$ cat config.mk
export PLATFORM = sky130hd
export DESIGN_NAME = reload_dn_timer
export DESIGN_NICKNAME = d
export VERILOG_FILES = /design/src/rtl/tmr_pkg.sv /design/src/rtl/tmr_ctrl_regs.sv /design/src/rtl/tmr_src_mux.sv /design/src/rtl/tmr_count_core.sv /design/src/rtl/reload_dn_timer.sv
export SDC_FILE = /design/constraint.sdc
export NUM_CORES = 1
export LEC_CHECK = 0
export ABC_AREA = 1
export BUFFER_PORTS_ARGS = -buffer_cell sky130_fd_sc_hd__buf_2
export CORE_ASPECT_RATIO = 0.8
export CORE_UTILIZATION = 45
export CTS_BUF_LIST = sky130_fd_sc_hd__clkbuf_8
export DETAILED_ROUTE_END_ITERATION = 6
export MAX_ROUTING_LAYER = met4
export PLACE_DENSITY = 0.75
export REMOVE_ABC_BUFFERS = 1
export SLEW_MARGIN = 10
export SYNTH_ARGS = -nofsm -noshare
export SYNTH_HDL_FRONTEND = slang
export SYNTH_SLANG_ARGS = --single-unit
$ cat constraint.sdc
create_clock -name clk -period 2.1 [get_ports clk]
set_input_delay 0.315 -clock clk [delete_from_list [all_inputs] [get_ports clk]]
set_output_delay 0.315 -clock clk [all_outputs]
set_load 0.02 [all_outputs]
$ cat src/rtl/tmr_pkg.sv
package tmr_pkg;
  localparam int CNT_W  = 16;
  localparam int NSRC   = 8;
  localparam int SEL_W  = $clog2(NSRC);
  typedef logic [CNT_W-1:0] cnt_t;
  typedef logic [SEL_W-1:0] sel_t;
endpackage

$ cat src/rtl/tmr_ctrl_regs.sv
module tmr_ctrl_regs #(
  parameter int SEL_W = 3
) (
  input  logic             clk,
  input  logic             rst_n,
  input  logic             run_wr,
  input  logic             run_wdata,
  input  logic             sel_wr,
  input  logic [SEL_W-1:0] sel_wdata,
  output logic             run_q,
  output logic [SEL_W-1:0] sel_q
);
  always_ff @(posedge clk) begin
    if (!rst_n) begin
      run_q <= 1'b0;
      sel_q <= '0;
    end else begin
      if (run_wr) run_q <= run_wdata;
      if (sel_wr) sel_q <= sel_wdata;
    end
  end


  run_upd_chk: assert property (@(posedge clk) disable iff (!rst_n)
    run_wr |=> run_q == $past(run_wdata));

  sel_upd_chk: assert property (@(posedge clk) disable iff (!rst_n)
    !sel_wr |=> $stable(sel_q));
endmodule

$ cat src/rtl/tmr_src_mux.sv
module tmr_src_mux #(
  parameter int NSRC  = 8,
  parameter int SEL_W = 3
) (
  input  logic [NSRC-1:0]  src_tick,
  input  logic [SEL_W-1:0] sel,
  input  logic             run,
  output logic             tick
);
  logic [NSRC-1:0] hit;
  for (genvar k = 0; k < NSRC; k++) begin : g_src
    assign hit[k] = src_tick[k] && (sel == SEL_W'(k));
  end
  assign tick = run && (|hit);
endmodule

$ cat src/rtl/tmr_count_core.sv
module tmr_count_core #(
  parameter int CNT_W = 16
) (
  input  logic             clk,
  input  logic             rst_n,
  input  logic             run,
  input  logic             tick,
  input  logic             wr,
  input  logic [CNT_W-1:0] wdata,
  output logic [CNT_W-1:0] cnt,
  output logic             irq
);
  localparam logic [CNT_W-1:0] ZERO = '0;
  logic [CNT_W-1:0] reld;
  logic             at_zero;

  assign at_zero = (cnt == ZERO);

  always_ff @(posedge clk) begin
    if (!rst_n) begin
      cnt  <= '0;
      reld <= '0;
      irq  <= 1'b0;
    end else begin
      irq <= tick && at_zero;
      if (wr) reld <= wdata;
      if (wr && !run) cnt <= wdata;
      else if (tick) cnt <= at_zero ? reld : cnt - 1'b1;
    end
  end


  dec_step_chk: assert property (@(posedge clk) disable iff (!rst_n)
    (tick && !at_zero) |=> cnt == $past(cnt) - 1'b1);

  irq_cause_chk: assert property (@(posedge clk) disable iff (!rst_n)
    irq |-> $past(tick) && $past(cnt) == ZERO);

  stop_hold_chk: assert property (@(posedge clk) disable iff (!rst_n)
    (!run && !wr) |=> $stable(cnt) && !irq);

  stop_load_chk: assert property (@(posedge clk) disable iff (!rst_n)
    (!run && wr) |=> cnt == $past(wdata));
endmodule

$ cat src/rtl/reload_dn_timer.sv
module reload_dn_timer
  import tmr_pkg::*;
(
  input  logic             clk,
  input  logic             rst_n,
  input  logic             tmr_wr,
  input  logic [CNT_W-1:0] tmr_wdata,
  input  logic             run_wr,
  input  logic             run_wdata,
  input  logic             sel_wr,
  input  logic [SEL_W-1:0] sel_wdata,
  input  logic [NSRC-1:0]  src_tick,
  output logic [CNT_W-1:0] count_o,
  output logic             run_o,
  output logic [SEL_W-1:0] sel_o,
  output logic             irq_o
);
  logic tick;

  tmr_ctrl_regs #(.SEL_W(SEL_W)) u_regs (
    .clk(clk), .rst_n(rst_n),
    .run_wr(run_wr), .run_wdata(run_wdata),
    .sel_wr(sel_wr), .sel_wdata(sel_wdata),
    .run_q(run_o), .sel_q(sel_o)
  );

  tmr_src_mux #(.NSRC(NSRC), .SEL_W(SEL_W)) u_mux (
    .src_tick(src_tick), .sel(sel_o), .run(run_o), .tick(tick)
  );

  tmr_count_core #(.CNT_W(CNT_W)) u_core (
    .clk(clk), .rst_n(rst_n), .run(run_o), .tick(tick),
    .wr(tmr_wr), .wdata(tmr_wdata), .cnt(count_o), .irq(irq_o)
  );


  unsel_quiet_chk: assert property (@(posedge clk) disable iff (!rst_n)
    (!tmr_wr && !src_tick[sel_o]) |=> $stable(count_o) && !irq_o);
endmodule

==> results.cfg <==
[sta]
fin_tns_setup_ps = 0
tightestPinTransition_ps = 525.3
slew_headroom = 0.6498
hold_viol = 0
rsz0062_at_grt = false
setup_ws_ps = 348.7
min_period_ps = 1751
fin_skew_ps = 2.920
finalSetupViolations = 0
fin_crit_sh = 0.8340
whs_ps = 200.0
fmax_mhz = 571.0
slew_violations = 0

[yosys]
synth_xor_area_frac = 0.01142
synth-simple-area-share = 0.4062
synth.avg_cell_area_um2 = 6.270
synth_top_cell_by_area = dfxtp_1
synth-seq-cells = 37
synthAdderAreaFrac = 0.01088
syn_area_um2 = 2301
synth-main-ff-cell = dfxtp_1
syn_inst = 367
synth.area.mux_share = 0
yosysMostFrequentCell = nand2_1
synth_cell_types = 33
synth_commonest_cells = nand2_1, nor2_1, inv_1
yosysWarnings = 0
synth_area_leaders = dfxtp_1, nand2_1, nor2_1, inv_1, nand3_1
synth-compound-area-share = 0.1468
synth_seq_area_share = 0.3219
async_flop_share = 0
yosysTopAreaCellShare = 0.3219
synth_edf_count = 0
synth_top_family_by_area = simple AND/OR/NAND/NOR gates

[critical_path]
cp.required_ps = 2290
worstPathMaxFanout = 19
critical_path_arrival_ps = 1940
crit_path_end_kind = register
cp-start-kind = register
worstSetupPathType = register to register

[power_and_ir_drop]
p_clk_frac = 0.247
internal-power_uw = 1276
p_seq_frac = 0.405
finalPower_uw = 2056
combPwrFrac = 0.348
ir_drop_v = 0.0004230
switchingPower_uw = 780.0
p_sw_frac = 0.3794
p_leak_uw = 0.001417
p_per_area_nw_per_um2 = 757.6

[cts]
clock-root-buffer = clkbuf_8
cts_sinks = 37
cts_buffer_depth = 2
tritoncts = built
holdBufCountCts = 0
clk_pin_slew_ps = 70
clk_latency_ps = 290
numCtsBuffers = 5
cts-resized-gates = 0
cts_max_level = 2
cts_setup_buffers = 0

[finish]
areaGrowthSynthToFinish_pct = 17.94
fillers = 487
post-route-util = 0.5732
fin_nets = 458
drive_above_1_share = 0.2151
diodes = 0

[drt]
avgRoutedWirePerCell_um = 11.95
drc_errors = 0
vias = 2442
drt_iter0_markers = 141
avgViaCountPerCell = 5.056
postRouteWirelength_mm = 5.772
drtAntennaViolNets = 0
drtPass1Iterations = 4

[die]
pin_count = 54
fp-row-count = 22
die_area_um2 = 5405
die_w_um = 81.95
start_util = 0.4860
core_region_area_um2 = 4735
die_h_um = 65.96

[place]
gp_congestion = 0.9124
numPortBuffers = 53
hpwl_mm = 4.236
place_ws_ps = 366.5

[global_route]
grt_pass1_wl_mm = 9.356
antenna_found_initial = 0
grt_max_degree = 35
grt_usage = 0.2378
grt_overflow_total = 0
grt_pass1_vias = 2084

[worst_hold_path]
holdCritPathClass = input pin to register

[outcome]
status = finished, final reports clean

[flow_run]
maxCapViolCount = 0
[routing by layer]
metal | wire, µm | global-route usage | share of wire
met4 | 95 | 0.1053 | 0.016
met2 | 2400 | 0.3419 | 0.42
met5 | 0 | - | 0
met1 | 2913 | 0.3235 | 0.50
met3 | 363 | 0.04138 | 0.063
[per-stage QoR]
step | cell area, µm² | std cells
2_1_floorplan | 2250 | 358
3_3_place_gp | 2628 | 476
3_5_place_dp | 2628 | 476
4_1_cts | 2714 | 483
5_1_grt | 2714 | 483
6_report | 2714 | 483
[power by group through the flow]
stage / clock network [µW] / logic [µW] / registers, µW
3_5_place_dp: 0 / 711 / 848
3_3_place_gp: 0 / 698 / 848
2_1_floorplan: 0 / 469 / 884
6_report: 507 / 716 / 833
5_1_grt: 549 / 810 / 841
4_1_cts: 519 / 714 / 832
[cells by family after synthesis]
kind of cell,after synthesis
and+or+nand+nor,205
AOI/OAI and AO/OA,62
buffers and inverters,58
DFF,37
xor gates and xnor gates,3
adders and majority gates,2
[layout by cell type (no fill, tap or decap), types with 4 or more instances in the layout]
cell type	Yosys	layout
o21ai_1	9	9
buf_2	2	53
inv_2	4	4
buf_4	0	5
o21ai_0	31	31
clkbuf_8	0	6
inv_1	42	43
nor2_2	7	7
nand2_1	84	84
nand4_1	5	5
nor2_4	4	4
a21oi_1	15	15
dfxtp_1	37	37
nor2_1	62	62
nand3_1	31	31
[worst max-delay path: stages (launching register included)]
cell and delay, ps:
dfxtp_1 400, inv_1 80, ha_1 220, nand3_1 100, nor2_2 60, nand2_4 200, clkinv_2 200, nand2_1 100
nand3_1 70, nor2_1 150, nor3_2 40
[area by class of cell]
cell class	instances	area (µm²)	share of cell area
clock buffers	6	82.58	0.03043
clock inverters	1	3.754	0.001383
inverters	49	185.2	0.06823
multi-input cells	272	1324	0.4878
flip-flops and latches	37	740.7	0.2729
well taps	60	75.07	0.02766
repair buffers	58	302.8	0.1116
[path summary, 6_finish.rpt]
kind | start | to | slack, ps | cells after the start
worst max-delay path | u_core.cnt[1] | u_core.cnt[0] | 350 | 10
worst min-delay path | run_wr | u_regs.run_q | 200 | 2
worst max register to register | u_core.cnt[1] | u_core.cnt[0] | 350 | 10
worst min register to register | u_core.reld[3] | u_core.reld[3] | 460 | 2
[state kept, by name (all words and copies together), names as in the netlist]
name and flops:
u_core.cnt 16, u_core.irq 1, u_core.reld 16, u_regs.run_q 1
u_regs.sel_q 3
Power figures use the tool's default switching activity.
